File: src/rtl/sregfmt_pkg.sv
package sregfmt_pkg;

    localparam int SP_W      = 32;
    localparam int SP_EXP_W  = 8;
    localparam int SP_FRAC_W = 23;
    localparam int REG_W     = 64;
    localparam int DP_EXP_W  = 11;
    localparam int DP_FRAC_W = 52;

    localparam int LO_EXP_W  = SP_EXP_W - 1;
    localparam int FILL_W    = DP_EXP_W - SP_EXP_W;
    localparam int FRAC_PAD  = DP_FRAC_W - SP_FRAC_W;
    localparam int LW_HI_W   = 2;
    localparam int LW_LO_W   = SP_W - LW_HI_W;
    localparam int LW_GAP_W  = REG_W - LW_HI_W - LW_LO_W - FRAC_PAD;
    localparam int FLAG_W    = 2;

    typedef struct packed {
        logic                 sign;
        logic [SP_EXP_W-1:0]  exp;
        logic [SP_FRAC_W-1:0] frac;
    } sp_word_t;

    typedef struct packed {
        logic                 sign;
        logic [DP_EXP_W-1:0]  exp;
        logic [DP_FRAC_W-1:0] frac;
    } reg_word_t;

    typedef struct packed {
        logic iov;
        logic ine;
    } lw_flags_t;

    typedef enum logic [1:0] {
        EXP_ZERO    = 2'd0,
        EXP_LOW     = 2'd1,
        EXP_HIGH    = 2'd2,
        EXP_SPECIAL = 2'd3
    } exp_class_t;

    function automatic exp_class_t classify_exp(input logic [SP_EXP_W-1:0] e);
        exp_class_t c;
        if (e[SP_EXP_W-1]) begin
            c = (e[LO_EXP_W-1:0] == {LO_EXP_W{1'b1}}) ? EXP_SPECIAL : EXP_HIGH;
        end else begin
            c = (e[LO_EXP_W-1:0] == '0) ? EXP_ZERO : EXP_LOW;
        end
        return c;
    endfunction

    function automatic logic [DP_EXP_W-1:0] widen_exp(input logic [SP_EXP_W-1:0] e);
        logic [DP_EXP_W-1:0] w;
        unique case (classify_exp(e))
            EXP_ZERO:    w = '0;
            EXP_SPECIAL: w = '1;
            EXP_LOW:     w = {1'b0, {FILL_W{1'b1}}, e[LO_EXP_W-1:0]};
            default:     w = {1'b1, {FILL_W{1'b0}}, e[LO_EXP_W-1:0]};
        endcase
        return w;
    endfunction

    function automatic reg_word_t expand_single(input sp_word_t s);
        reg_word_t r;
        r.sign = s.sign;
        r.exp  = widen_exp(s.exp);
        r.frac = {s.frac, {FRAC_PAD{1'b0}}};
        return r;
    endfunction

    function automatic logic [SP_W-1:0] pack_store(input logic [REG_W-1:0] r);
        return {r[REG_W-1 -: LW_HI_W], r[FRAC_PAD+LW_LO_W-1 -: LW_LO_W]};
    endfunction

    function automatic logic [REG_W-1:0] pack_longword(input logic [REG_W-1:0] v);
        return {v[SP_W-1 -: LW_HI_W], {LW_GAP_W{1'b0}}, v[LW_LO_W-1:0], {FRAC_PAD{1'b0}}};
    endfunction

    function automatic lw_flags_t lw_check(input logic [REG_W-1:0] v);
        lw_flags_t f;
        logic      ovf;
        ovf   = (v != {{(REG_W-SP_W){v[SP_W-1]}}, v[SP_W-1:0]});
        f.iov = ovf;
        f.ine = ovf;
        return f;
    endfunction

endpackage

File: src/rtl/conv_stage.sv
module conv_stage #(
    parameter int W = 64
) (
    input  logic         clk,
    input  logic         rst,
    input  logic         vld_i,
    input  logic [W-1:0] data_i,
    output logic         vld_o,
    output logic [W-1:0] data_o
);

    always_ff @(posedge clk) begin
        if (rst) begin
            vld_o  <= 1'b0;
            data_o <= '0;
        end else begin
            vld_o <= vld_i;
            if (vld_i) begin
                data_o <= data_i;
            end
        end
    end

    p_valid_rise_r8: assert property (@(posedge clk) disable iff (rst)
        vld_i |=> vld_o);
    p_valid_idle_r8: assert property (@(posedge clk) disable iff (rst)
        !vld_i |=> !vld_o);
    p_hold_r10: assert property (@(posedge clk) disable iff (rst)
        !vld_i |=> $stable(data_o));

endmodule

File: src/rtl/sp_load_path.sv
module sp_load_path
    import sregfmt_pkg::*;
(
    input  logic             clk,
    input  logic             rst,
    input  logic             vld_i,
    input  logic [SP_W-1:0]  word_i,
    output logic             vld_o,
    output logic [REG_W-1:0] reg_o
);

    sp_word_t  in_w;
    reg_word_t wide;

    always_comb begin
        in_w = sp_word_t'(word_i);
        wide = expand_single(in_w);
    end

    conv_stage #(.W(REG_W)) u_stage (
        .clk    (clk),
        .rst    (rst),
        .vld_i  (vld_i),
        .data_i (wide),
        .vld_o  (vld_o),
        .data_o (reg_o)
    );

    reg_word_t out_w;
    assign out_w = reg_word_t'(reg_o);

    p_low_zero_r1: assert property (@(posedge clk) disable iff (rst)
        vld_o |-> out_w.frac[FRAC_PAD-1:0] == '0);
    p_fill_r4: assert property (@(posedge clk) disable iff (rst)
        vld_o && !out_w.exp[DP_EXP_W-1] && out_w.exp != '0
            |-> out_w.exp[DP_EXP_W-2 -: FILL_W] == {FILL_W{1'b1}});
    p_special_r3: assert property (@(posedge clk) disable iff (rst)
        vld_o && out_w.exp[DP_EXP_W-1] && out_w.exp[DP_EXP_W-2 -: FILL_W] != '0
            |-> out_w.exp == '1);
    p_sign_r1: assert property (@(posedge clk) disable iff (rst)
        vld_i |=> out_w.sign == $past(word_i[SP_W-1]));

endmodule

File: src/rtl/sp_store_path.sv
module sp_store_path
    import sregfmt_pkg::*;
(
    input  logic             clk,
    input  logic             rst,
    input  logic             vld_i,
    input  logic [REG_W-1:0] reg_i,
    output logic             vld_o,
    output logic [SP_W-1:0]  word_o
);

    logic [SP_W-1:0] packed_w;

    always_comb begin
        packed_w = pack_store(reg_i);
    end

    conv_stage #(.W(SP_W)) u_stage (
        .clk    (clk),
        .rst    (rst),
        .vld_i  (vld_i),
        .data_i (packed_w),
        .vld_o  (vld_o),
        .data_o (word_o)
    );

    p_store_hi_r5: assert property (@(posedge clk) disable iff (rst)
        vld_i |=> word_o[SP_W-1 -: LW_HI_W] == $past(reg_i[REG_W-1 -: LW_HI_W]));
    p_store_lo_r5: assert property (@(posedge clk) disable iff (rst)
        vld_i |=> word_o[LW_LO_W-1:0] == $past(reg_i[FRAC_PAD+LW_LO_W-1 -: LW_LO_W]));

endmodule

File: src/rtl/lw_narrow_path.sv
module lw_narrow_path
    import sregfmt_pkg::*;
(
    input  logic             clk,
    input  logic             rst,
    input  logic             vld_i,
    input  logic [REG_W-1:0] int_i,
    output logic             vld_o,
    output logic [REG_W-1:0] reg_o,
    output logic             iov_o,
    output logic             ine_o
);

    localparam int STG_W = REG_W + FLAG_W;

    lw_flags_t        flags_d;
    lw_flags_t        flags_q;
    logic [STG_W-1:0] stage_d;
    logic [STG_W-1:0] stage_q;

    always_comb begin
        flags_d = lw_check(int_i);
        stage_d = {pack_longword(int_i), flags_d};
    end

    conv_stage #(.W(STG_W)) u_stage (
        .clk    (clk),
        .rst    (rst),
        .vld_i  (vld_i),
        .data_i (stage_d),
        .vld_o  (vld_o),
        .data_o (stage_q)
    );

    assign reg_o   = stage_q[STG_W-1 -: REG_W];
    assign flags_q = lw_flags_t'(stage_q[FLAG_W-1:0]);
    assign iov_o   = flags_q.iov;
    assign ine_o   = flags_q.ine;

    p_flags_pair_r7: assert property (@(posedge clk) disable iff (rst)
        vld_o |-> iov_o == ine_o);
    p_no_overflow_r7: assert property (@(posedge clk) disable iff (rst)
        vld_i && int_i[REG_W-1:SP_W-1] == '0 |=> !iov_o);
    p_gaps_r6: assert property (@(posedge clk) disable iff (rst)
        vld_o |-> reg_o[FRAC_PAD-1:0] == '0
               && reg_o[REG_W-LW_HI_W-1 -: LW_GAP_W] == '0);

endmodule

File: src/rtl/sp_regfmt_conv.sv
module sp_regfmt_conv
    import sregfmt_pkg::*;
(
    input  logic              clk,
    input  logic              rst,
    input  logic              ld_vld_i,
    input  logic [SP_W-1:0]   ld_word_i,
    output logic              ld_vld_o,
    output logic [REG_W-1:0]  ld_reg_o,
    input  logic              st_vld_i,
    input  logic [REG_W-1:0]  st_reg_i,
    output logic              st_vld_o,
    output logic [SP_W-1:0]   st_word_o,
    input  logic              nw_vld_i,
    input  logic [REG_W-1:0]  nw_int_i,
    output logic              nw_vld_o,
    output logic [REG_W-1:0]  nw_reg_o,
    output logic              nw_iov_o,
    output logic              nw_ine_o
);

    sp_load_path u_load (
        .clk    (clk),
        .rst    (rst),
        .vld_i  (ld_vld_i),
        .word_i (ld_word_i),
        .vld_o  (ld_vld_o),
        .reg_o  (ld_reg_o)
    );

    sp_store_path u_store (
        .clk    (clk),
        .rst    (rst),
        .vld_i  (st_vld_i),
        .reg_i  (st_reg_i),
        .vld_o  (st_vld_o),
        .word_o (st_word_o)
    );

    lw_narrow_path u_narrow (
        .clk    (clk),
        .rst    (rst),
        .vld_i  (nw_vld_i),
        .int_i  (nw_int_i),
        .vld_o  (nw_vld_o),
        .reg_o  (nw_reg_o),
        .iov_o  (nw_iov_o),
        .ine_o  (nw_ine_o)
    );

    p_reset_clear_r9: assert property (@(posedge clk)
        rst |=> !ld_vld_o && !st_vld_o && !nw_vld_o);

endmodule

File: config.mk
export PLATFORM = sky130hd
export DESIGN_NAME = sp_regfmt_conv
export DESIGN_NICKNAME = d
export VERILOG_FILES = /design/src/rtl/sregfmt_pkg.sv /design/src/rtl/conv_stage.sv /design/src/rtl/sp_load_path.sv /design/src/rtl/sp_store_path.sv /design/src/rtl/lw_narrow_path.sv /design/src/rtl/sp_regfmt_conv.sv
export SDC_FILE = /design/constraint.sdc
export NUM_CORES = 1
export LEC_CHECK = 0
export BUFFER_PORTS_ARGS = -buffer_cell sky130_fd_sc_hd__buf_2
export CAP_MARGIN = 20
export CELL_PAD_IN_SITES_DETAIL_PLACEMENT = 1
export CELL_PAD_IN_SITES_GLOBAL_PLACEMENT = 1
export CORE_AREA = 2 2 129 131
export CTS_BUF_LIST = sky130_fd_sc_hd__clkbuf_8
export DETAILED_ROUTE_END_ITERATION = 10
export DIE_AREA = 0 0 131 133
export PLACE_DENSITY_LB_ADDON = 0.3
export SYNTH_ARGS = -nofsm -noshare
export SYNTH_HDL_FRONTEND = slang
export SYNTH_SLANG_ARGS = --single-unit
File: constraint.sdc
create_clock -name clk -period 1.9 [get_ports clk]
set_input_delay 0.38 -clock clk [delete_from_list [all_inputs] [get_ports clk]]
set_output_delay 0.38 -clock clk [all_outputs]
set_load 0.05 [all_outputs]
After elaboration in Yosys (flattened, before gate mapping)

Index checks and enable logic that the tools add are counted.
W data, S select, Z words.

Mux-type cells: 4
Eq/ne operators: 4
Reduce and logical (&&, ||, !) cells: 2

Operators by type and width:

| kind                 | count |
|---|---|
| $pmux W11 S3         | 1 |
| $ne A32 B32 Y1       | 1 |
| $eq A7 B7 Y1 const B | 1 |
| $logic_not A7 Y1     | 1 |
| $eq A2 B1 Y1 const B | 1 |
| $eq A2 B2 Y1 const B | 1 |
| $logic_not A2 Y1     | 1 |
| $mux W1              | 2 |
| $mux W2              | 1 |

Word-level logic and storage cells: 16
Flip-flop bits (word level): 104
Input bits: 165

Logic depth before layout (Yosys ltp)

Gate-level depths: netlist of the first run.

Word-level depth: 5
Depth in mapped cells: 5

Cells and area by module

Synthesis of the first run repeated with hierarchy kept, for this count alone.

Cells, all modules: 578
Area, all modules: 6184.7 µm²

Modules (own cells, without submodules):

| module                        | cells each | sequential area each (µm²) | instances | area an instance (µm²) |
|---|---|---|---|---|
| conv_stage (u_narrow.u_stage) | 215        | 1341.3                     | 1         | 2389.8 |
| conv_stage (u_load.u_stage)   | 208        | 1301.2                     | 1         | 2311.0 |
| conv_stage (u_store.u_stage)  | 106        | 660.6                      | 1         | 1202.4 |
| lw_narrow_path                | 35         | 0.0                        | 1         | 203.9 |
| sp_load_path                  | 14         | 0.0                        | 1         | 77.6 |

Worst setup path after synthesis of the first run

Ideal clock, no wire load.

Path type: input -> register
Start point: in nw_int_i[42]
End point: reg u_narrow.u_stage.data_o[1]
Slack: 0.371 ns
Stages on the path: 4
Arrival: 1.410 ns
Setup time: 0.120 ns
Buffers on the path: 0
Cell sequence: or4_4 -> nor4_2 -> o22ai_1 -> o31a_1

Longest elaborated chain between the ends: 1

Ends and longest elaborated chain:

| item                 | line                 | source |
|---|---|---|
| start, declared      | sp_regfmt_conv.sv:15 | `input logic [REG_W-1:0] nw_int_i,` |
| $ne A32 B32 Y1       | sregfmt_pkg.sv:82    | `ovf = (v != {{(REG_W-SP_W){v[SP_W-1]}}, v[SP_W-1:0]});` |
| end signal, assigned | conv_stage.sv:19     | `data_o <= data_i;` |
| end, declared        | conv_stage.sv:9      | `output logic [W-1:0] data_o` |

Every way passes these cells.
A chain may end at the register's enable or synchronous reset.

Final worst setup path of the first run

Start point: reg u_load.u_stage.data_o[61]
End point: out ld_reg_o[61]

RTL lines:

| item                   | line                | source |
|---|---|---|
| start, declared        | conv_stage.sv:9     |  |
| start signal, assigned | conv_stage.sv:19    |  |
| end, declared          | sp_regfmt_conv.sv:9 | `output logic [REG_W-1:0] ld_reg_o,` |

No word-level cell between the ends.

==> impl_metrics.prom, run 1 <==
# TYPE chip_impl_metric gauge
chip_impl_metric{name="grt_overflow_total",unit=""} 0
chip_impl_metric{name="rrSetupSlack",unit="ns"} 1.18
chip_impl_metric{name="critical_path_peak_fanout",unit=""} 4
chip_impl_metric{name="postCtsSetupBuffers",unit=""} 0
chip_impl_metric{name="htreeDepth",unit=""} 3
chip_impl_metric{name="max_stage_delay",unit="ns"} 0.40
chip_impl_metric{name="std_cell_rows",unit=""} 47
chip_impl_metric{name="synth_area_per_cell",unit="um^2"} 9.83
chip_impl_metric{name="cp.required",unit="ns"} 1.52
chip_impl_metric{name="grt_util_all_layers",unit="%"} 12.9
chip_impl_metric{name="port_buffers",unit=""} 236
chip_impl_metric{name="globalRouteMet2Util",unit="%"} 23.1
chip_impl_info{name="tritoncts",value="yes"} 1
chip_impl_metric{name="wl_per_cell",unit="um"} 13.1
chip_impl_info{name="netlist_top_cells_count",value="sky130_fd_sc_hd__dfxtp_1, sky130_fd_sc_hd__nor2_1, sky130_fd_sc_hd__mux2i_1"} 1
chip_impl_metric{name="post_cts.resized_instances",unit=""} 0
chip_impl_metric{name="maximum_number_of_pins_on_one_net_before_global_route_repair",unit=""} 59
chip_impl_metric{name="ant_nets",unit=""} 0
chip_impl_metric{name="io_pins",unit=""} 330
chip_impl_metric{name="synth_warnings",unit=""} 0
chip_impl_metric{name="drive_gt1_share",unit="%"} 39.5
chip_impl_metric{name="vias",unit=""} 3642
chip_impl_metric{name="number_of_global_route_vias_before_repair",unit=""} 3774
chip_impl_info{name="yosys.area.top_type",value="sky130_fd_sc_hd__dfxtp_1"} 1
chip_impl_metric{name="power",unit="mW"} 5.07
chip_impl_metric{name="layout-area-overhead-vs-synth",unit="%"} 33.8
chip_impl_metric{name="hold_buffers",unit=""} 0
chip_impl_metric{name="final-setup-viol-count",unit=""} 0
chip_impl_metric{name="total_core_area",unit="um^2"} 16200
chip_impl_info{name="hold_path.class",value="primary input to flop"} 1
chip_impl_metric{name="route.detailed.drc",unit=""} 0
chip_impl_info{name="outcome",value="finished clean"} 1
chip_impl_metric{name="grt.met1_usage",unit="%"} 13.1
chip_impl_metric{name="first_pass_grt_wire_length",unit="mm"} 17.7
chip_impl_metric{name="power.leakage",unit="nW"} 3.01
chip_impl_metric{name="maxClockFrequency",unit="GHz"} 0.695
chip_impl_metric{name="die_h",unit="um"} 133
chip_impl_metric{name="fp.dieArea",unit="um^2"} 17400
chip_impl_info{name="setup.worst_path.end_class",value="output pin"} 1
chip_impl_metric{name="synthDistinctLibCells",unit=""} 23
chip_impl_metric{name="clock_insertion_delay_worst_skew",unit="ns"} 0.37
chip_impl_info{name="synth_flop_cell",value="sky130_fd_sc_hd__dfxtp_1"} 1
chip_impl_info{name="rsz0062_at_grt",value="no"} 1
chip_impl_metric{name="synth_edf_count",unit=""} 0
chip_impl_metric{name="share_of_the_synthesized_area_in_the_top_cell_type",unit="%"} 48.3
chip_impl_metric{name="hpwlAfterDp",unit="mm"} 8.95
chip_impl_info{name="cell_with_the_largest_stage_delay_on_the_worst_path",value="sky130_fd_sc_hd__dfxtp_1"} 1
chip_impl_metric{name="syn-cell-area",unit="um^2"} 4190
chip_impl_info{name="count_leader_synth",value="sky130_fd_sc_hd__dfxtp_1"} 1
chip_impl_metric{name="length_of_the_first_detailed_routing_pass_in_iterations",unit=""} 4
chip_impl_metric{name="floorplan.initialDensity",unit="%"} 25.9
chip_impl_metric{name="pwr_density_cell",unit="nW/um^2"} 904
chip_impl_metric{name="cts_max_path_buffers",unit=""} 2
chip_impl_metric{name="worstPathArrival",unit="ns"} 1.06
chip_impl_metric{name="finalMaxSlewViolations",unit=""} 0
chip_impl_info{name="critPathTopFamily",value="flip-flops"} 1
chip_impl_metric{name="post_synthesis_cell_count",unit=""} 426
chip_impl_info{name="timing.critical_path.from_type",value="flop"} 1
chip_impl_metric{name="synth-seq-cells",unit=""} 101
chip_impl_metric{name="max-vdd-ir-drop",unit="mV"} 0.344
chip_impl_info{name="yosys-top-cells-area",value="sky130_fd_sc_hd__dfxtp_1, sky130_fd_sc_hd__mux2i_1, sky130_fd_sc_hd__buf_4"} 1
chip_impl_metric{name="drtIter0Drc",unit=""} 59
chip_impl_metric{name="antenna_diode_count",unit=""} 0
chip_impl_metric{name="max_cap_violations",unit=""} 0
chip_impl_metric{name="antenna_found_initial",unit=""} 0
chip_impl_metric{name="synth.yosys.seq_area_share",unit="%"} 48.3
chip_impl_info{name="cts_root_buffer",value="sky130_fd_sc_hd__clkbuf_8"} 1
chip_impl_metric{name="clk_pin_slew",unit="ns"} 0.10
chip_impl_metric{name="post-route-min-period",unit="ns"} 1.44
chip_impl_metric{name="finalHoldViolCount",unit=""} 0
chip_impl_metric{name="grtUsageMet3",unit="%"} 4.61
chip_impl_metric{name="postSynth.asyncResetShare",unit="%"} 0
chip_impl_metric{name="design.final.nets",unit=""} 816
chip_impl_metric{name="finalWeightedCongestion",unit=""} 0.792
chip_impl_metric{name="finClkSkew",unit="ns"} 0
chip_impl_metric{name="cts_num_sinks",unit=""} 101
chip_impl_info{name="path_class",value="flop to output pin"} 1
chip_impl_metric{name="finalCritPeriodShare",unit="%"} 75.8
chip_impl_metric{name="tns",unit="ns"} 0
chip_impl_metric{name="vias_per_cell",unit=""} 4.16
chip_impl_metric{name="cts-buffers-inserted",unit=""} 9
chip_impl_info{name="busiest_layer",value="met2"} 1
chip_impl_metric{name="routed_wirelength",unit="mm"} 11.5
chip_impl_info{name="worstPathCellList",value="buf_2"} 1
chip_impl_metric{name="cp.buffers_inverters",unit=""} 1
chip_impl_metric{name="die_span_in_x",unit="um"} 131
## path summary, 6_finish.rpt
path	from	end	cells after the start
worst max-delay path	u_load.u_stage.data_o[61]	ld_reg_o[61]	1
worst min-delay path	nw_int_i[18]	u_narrow.u_stage.data_o[49]	3
worst max register to register	u_load.u_stage.data_o[61]	u_load.u_stage.data_o[61]	2
worst min register to register	u_load.u_stage.data_o[55]	u_load.u_stage.data_o[55]	2
## metrics by stage
step / setup WS (ns) / std cells / instance area [um^2] / hold slack, ns / utilization (%)
2_1_floorplan: 0.371 / 486 / 4410 / 0.527 / -
3_3_place_gp: 0.196 / 860 / 5390 / 0.459 / 33.3
3_5_place_dp: 0.199 / 860 / 5390 / 0.470 / 33.3
4_1_cts: 0.396 / 876 / 5600 / 0.201 / 34.6
5_1_grt: 0.383 / 876 / 5600 / 0.221 / 34.6
6_report: 0.460 / 876 / 5600 / 0.230 / 34.6
## state kept, by name, summed over array words and instances, names as in the netlist
register and flops:
u_narrow.u_stage.data_o 33, u_narrow.u_stage.vld_o 1, u_store.u_stage.vld_o 1, u_load.u_stage.data_o 33
u_store.u_stage.data_o 32, u_load.u_stage.vld_o 1
## cells by family (layout without fill, tap and decap cells)
kind of cell,after synthesis,in the layout,share of synthesized area (%)
compound gates,8,8,1.14
buf+inv,88,258,13.9
flops,101,101,48.3
mux,95,95,22.7
other cells,1,61,0.0896
simple gates,133,133,13.9
## report_power, final
group          internal [mW]  switching (mW)
clock                  0.654           0.784
sequential              2.24          0.0613
combinational          0.330           0.992
total                   3.23            1.84
## routing by layer
metal	wire length, um	vias up
met5	0	-
met4	261	0
met3	1220	17
met2	5630	179
met1	4370	1700
li1	-	1746
## cell type report
class                           instances  area (um^2)
Sequential cell                       101         2020
Inverter                                1         3.75
Clock inverter                          6         70.1
Clock buffer                           10          138
Multi-Input combinational cell        297         1810
Tap cell                              220          275
Fill cell                            1997        10600
Timing Repair Buffer                  241         1280
## worst reg2reg max path, cell delays in order, from the launching register on
cell and delay (ns):
sky130_fd_sc_hd__dfxtp_1 0.40, sky130_fd_sc_hd__mux2i_1 0.09, sky130_fd_sc_hd__a21oi_1 0.16
## layout by cell type (no fill, tap or decap)
| cell | netlist | routed |
|---|---|---|
| sky130_fd_sc_hd__nor2_1 | 98 | 98 |
| sky130_fd_sc_hd__inv_1 | 1 | 1 |
| sky130_fd_sc_hd__buf_12 | 0 | 5 |
| sky130_fd_sc_hd__a21oi_1 | 4 | 4 |
| sky130_fd_sc_hd__dfxtp_1 | 101 | 101 |
| sky130_fd_sc_hd__bufinv_16 | 0 | 1 |
| sky130_fd_sc_hd__and4_1 | 1 | 1 |
| sky130_fd_sc_hd__nand2b_1 | 2 | 2 |
| sky130_fd_sc_hd__inv_8 | 0 | 1 |
| sky130_fd_sc_hd__clkinvlp_4 | 0 | 2 |
| sky130_fd_sc_hd__nand2_1 | 4 | 4 |
| sky130_fd_sc_hd__o22ai_1 | 1 | 1 |
| sky130_fd_sc_hd__nand3_1 | 2 | 2 |
| sky130_fd_sc_hd__or4_4 | 1 | 1 |
| sky130_fd_sc_hd__clkinv_4 | 0 | 1 |
| sky130_fd_sc_hd__a31oi_1 | 2 | 2 |
| sky130_fd_sc_hd__nand4_1 | 8 | 8 |
| sky130_fd_sc_hd__clkbuf_8 | 0 | 10 |
| sky130_fd_sc_hd__conb_1 | 1 | 61 |
| sky130_fd_sc_hd__o31a_1 | 1 | 1 |
| sky130_fd_sc_hd__buf_4 | 64 | 1 |
| sky130_fd_sc_hd__or3_1 | 1 | 1 |
| sky130_fd_sc_hd__mux2i_1 | 95 | 95 |
| sky130_fd_sc_hd__clkinv_2 | 0 | 1 |
| sky130_fd_sc_hd__nor2b_1 | 3 | 3 |
| sky130_fd_sc_hd__nor3_1 | 6 | 6 |
| sky130_fd_sc_hd__nor4_1 | 6 | 6 |
| sky130_fd_sc_hd__buf_2 | 9 | 235 |
| sky130_fd_sc_hd__nor4_2 | 1 | 1 |
No activity file was read; power rests on OpenSTA's default activity.
==> run 2, diff against run 1 <==
CORE_AREA = 2 2 113 159   (was 2 2 129 131)
DIE_AREA = 0 0 115 161   (was 0 0 131 133)
clock period = 1.3 ns   (was 1.9 ns; I/O delays follow)
==> run 2 against run 1 <==
Power is 43% higher; die area is 6.3% higher; highest routed layer unchanged; largest power group unchanged; clock power is 28% higher.
==> impl_metrics.prom, run 2 (synthesis gave the netlist of run 1 again) <==
# TYPE chip_impl_metric gauge
chip_impl_metric{name="r2r.worst_path.cells",unit=""} 3
chip_impl_metric{name="io_pins",unit=""} 330
chip_impl_metric{name="port_buffers",unit=""} 236
chip_impl_metric{name="finalHoldViolCount",unit=""} 0
chip_impl_metric{name="grt_util_all_layers",unit="%"} 12.8
chip_impl_metric{name="max_cap_violations",unit=""} 0
chip_impl_metric{name="finClkSkew",unit="ns"} 0
chip_impl_info{name="cts_root_buffer",value="sky130_fd_sc_hd__clkbuf_8"} 1
chip_impl_metric{name="die_h",unit="um"} 161
chip_impl_metric{name="htreeDepth",unit=""} 3
chip_impl_info{name="rsz0062_at_grt",value="yes"} 1
chip_impl_metric{name="finish.cell_count_without_fillers",unit=""} 867
chip_impl_metric{name="final-setup-viol-count",unit=""} 0
chip_impl_metric{name="worstHoldPathCells",unit=""} 3
chip_impl_info{name="path_class",value="flop to output pin"} 1
chip_impl_metric{name="hold_buffers",unit=""} 0
chip_impl_metric{name="layout.core_utilization",unit="%"} 33.6
chip_impl_metric{name="finalWeightedCongestion",unit=""} 0.765
chip_impl_metric{name="vias_per_cell",unit=""} 4.18
chip_impl_info{name="worstPathCellList",value="buf_2"} 1
chip_impl_metric{name="total_core_area",unit="um^2"} 17100
chip_impl_metric{name="routed_wirelength",unit="mm"} 12.1
chip_impl_info{name="hold_path.class",value="primary input to flop"} 1
chip_impl_metric{name="place_inst",unit=""} 851
chip_impl_metric{name="max-vdd-ir-drop",unit="mV"} 0.479
chip_impl_metric{name="finalCritPeriodShare",unit="%"} 95.2
chip_impl_info{name="holdPathEnd",value="u_store.u_stage.data_o[25]"} 1
chip_impl_metric{name="number_of_global_route_vias_before_repair",unit=""} 3832
chip_impl_info{name="final_cell_mix",value="sky130_fd_sc_hd__buf_2, sky130_fd_sc_hd__dfxtp_1, sky130_fd_sc_hd__nor2_1"} 1
chip_impl_info{name="reg2reg_from",value="u_narrow.u_stage.data_o[1]"} 1
chip_impl_metric{name="max_stage_delay",unit="ns"} 0.35
chip_impl_metric{name="hpwlAfterDp",unit="mm"} 9.55
chip_impl_info{name="layout.cells.most_common",value="sky130_fd_sc_hd__buf_2"} 1
chip_impl_info{name="hold_path.startpoint",value="st_reg_i[54]"} 1
chip_impl_metric{name="ant_nets",unit=""} 0
chip_impl_metric{name="postCtsSetupBuffers",unit=""} 0
chip_impl_metric{name="wl_per_cell",unit="um"} 13.9
chip_impl_metric{name="clock_insertion_delay_worst_skew",unit="ns"} 0.37
chip_impl_metric{name="layout-area-overhead-vs-synth",unit="%"} 37.5
chip_impl_metric{name="drive_gt1_share",unit="%"} 39.8
chip_impl_metric{name="antenna_found_initial",unit=""} 0
chip_impl_metric{name="antenna_diode_count",unit=""} 0
chip_impl_metric{name="vias",unit=""} 3626
chip_impl_metric{name="cp.buffers_inverters",unit=""} 1
chip_impl_metric{name="cts_num_sinks",unit=""} 101
chip_impl_metric{name="maximum_number_of_pins_on_one_net_before_global_route_repair",unit=""} 61
chip_impl_info{name="timing.critical_path.from_type",value="flop"} 1
chip_impl_info{name="largest_registers",value="u_load.u_stage.data_o (33), u_narrow.u_stage.data_o (33), u_store.u_stage.data_o (32)"} 1
chip_impl_metric{name="power.leakage",unit="nW"} 3.01
chip_impl_metric{name="pwr_density_cell",unit="nW/um^2"} 1260
chip_impl_metric{name="die_span_in_x",unit="um"} 115
chip_impl_metric{name="clk_pin_slew",unit="ns"} 0.11
chip_impl_metric{name="critical_path_peak_fanout",unit=""} 2
chip_impl_info{name="critPathTopFamily",value="flip-flops"} 1
chip_impl_metric{name="finalMaxSlewViolations",unit=""} 0
chip_impl_metric{name="grt_overflow_total",unit=""} 0
chip_impl_metric{name="fp.dieArea",unit="um^2"} 18500
chip_impl_metric{name="design.final.nets",unit=""} 821
chip_impl_metric{name="std_cell_rows",unit=""} 57
chip_impl_info{name="cell_with_the_largest_stage_delay_on_the_worst_path",value="sky130_fd_sc_hd__dfxtp_1"} 1
chip_impl_info{name="tritoncts",value="yes"} 1
chip_impl_metric{name="rrSetupSlack",unit="ns"} 0.61
chip_impl_metric{name="length_of_the_first_detailed_routing_pass_in_iterations",unit=""} 4
chip_impl_metric{name="cts-buffers-inserted",unit=""} 9
chip_impl_metric{name="drtIter0Drc",unit=""} 101
chip_impl_metric{name="post-route-min-period",unit="ns"} 1.24
chip_impl_metric{name="worstPathArrival",unit="ns"} 0.98
chip_impl_metric{name="route.detailed.drc",unit=""} 0
chip_impl_metric{name="cp.required",unit="ns"} 1.04
chip_impl_info{name="outcome",value="finished clean"} 1
chip_impl_info{name="setup.worst_path.end_class",value="output pin"} 1
chip_impl_metric{name="maxClockFrequency",unit="GHz"} 0.808
chip_impl_metric{name="cts_max_path_buffers",unit=""} 2
chip_impl_info{name="crit-reg2reg-capture",value="u_narrow.u_stage.data_o[1]"} 1
chip_impl_metric{name="floorplan.initialDensity",unit="%"} 24.5
chip_impl_metric{name="first_pass_grt_wire_length",unit="mm"} 18.8
run 2: cell types whose count changed in the layout (fill, tap and decap cells not counted), moves of 2 or more:
cell,change
sky130_fd_sc_hd__buf_2,-70
sky130_fd_sc_hd__buf_4,+23
sky130_fd_sc_hd__clkbuf_4,+52
sky130_fd_sc_hd__inv_1,+2
run 2: worst max path at each step:
stage | start | to | cells past startpoint
5_1_grt | u_narrow.u_stage.data_o[1] | nw_iov_o | 1
2_1_floorplan | nw_int_i[42] | u_narrow.u_stage.data_o[1] | 4
3_3_place_gp | nw_int_i[42] | u_narrow.u_stage.data_o[1] | 5
6_report | u_narrow.u_stage.data_o[57] | nw_reg_o[55] | 1
3_5_place_dp | nw_int_i[42] | u_narrow.u_stage.data_o[1] | 5
4_1_cts | u_load.u_stage.data_o[61] | ld_reg_o[59] | 1
run 2: stage by stage:
stage / worst slack [ns] / cell area [um^2] / hold slack [ns] / setup TNS (ns) / power [mW]
CTS: -0.0240 / 5600 / 0.0931 / -0.0719 / 7.35
detailed placement: -0.277 / 5400 / 0.472 / -0.277 / 5.41
global placement: -0.271 / 5400 / 0.462 / -0.271 / 5.37
floorplan: -0.109 / 4410 / 0.407 / -0.109 / 5.01
finish: 0.0622 / 5760 / 0.118 / 0 / 7.23
global route: -0.0147 / 5760 / 0.0885 / -0.0350 / 7.67
run 2: routing by layer:
metal,share of wire [%],track usage [%],vias up
met1,34,12.3,1678
met3,7.1,3.53,21
met5,0,0,-
met4,2.7,5.09,0
li1,-,-,1751
met2,57,25.0,176
run 2: power by group:
group	internal, mW	switching [mW]	total (mW)
logic	0.552	1.46	2.01
clock network	0.708	1.14	1.84
registers	3.28	0.100	3.38
run 2: area by class of cell:
type                       count  area (um^2)
timing repair buffer         246         1490
clock buffer                   9          124
clock inverter                 7         51.3
multi-input combinational    297         1810
inverter                       1         3.75
fill                        2049        11400
sequential                   101         2020
tap                          206          258
run 2: what timing repair did:
item                                    4_1_cts  5_1_grt
endpoints found under the setup margin       14       61
gates cloned                                  0        0
resized for setup                            11       68
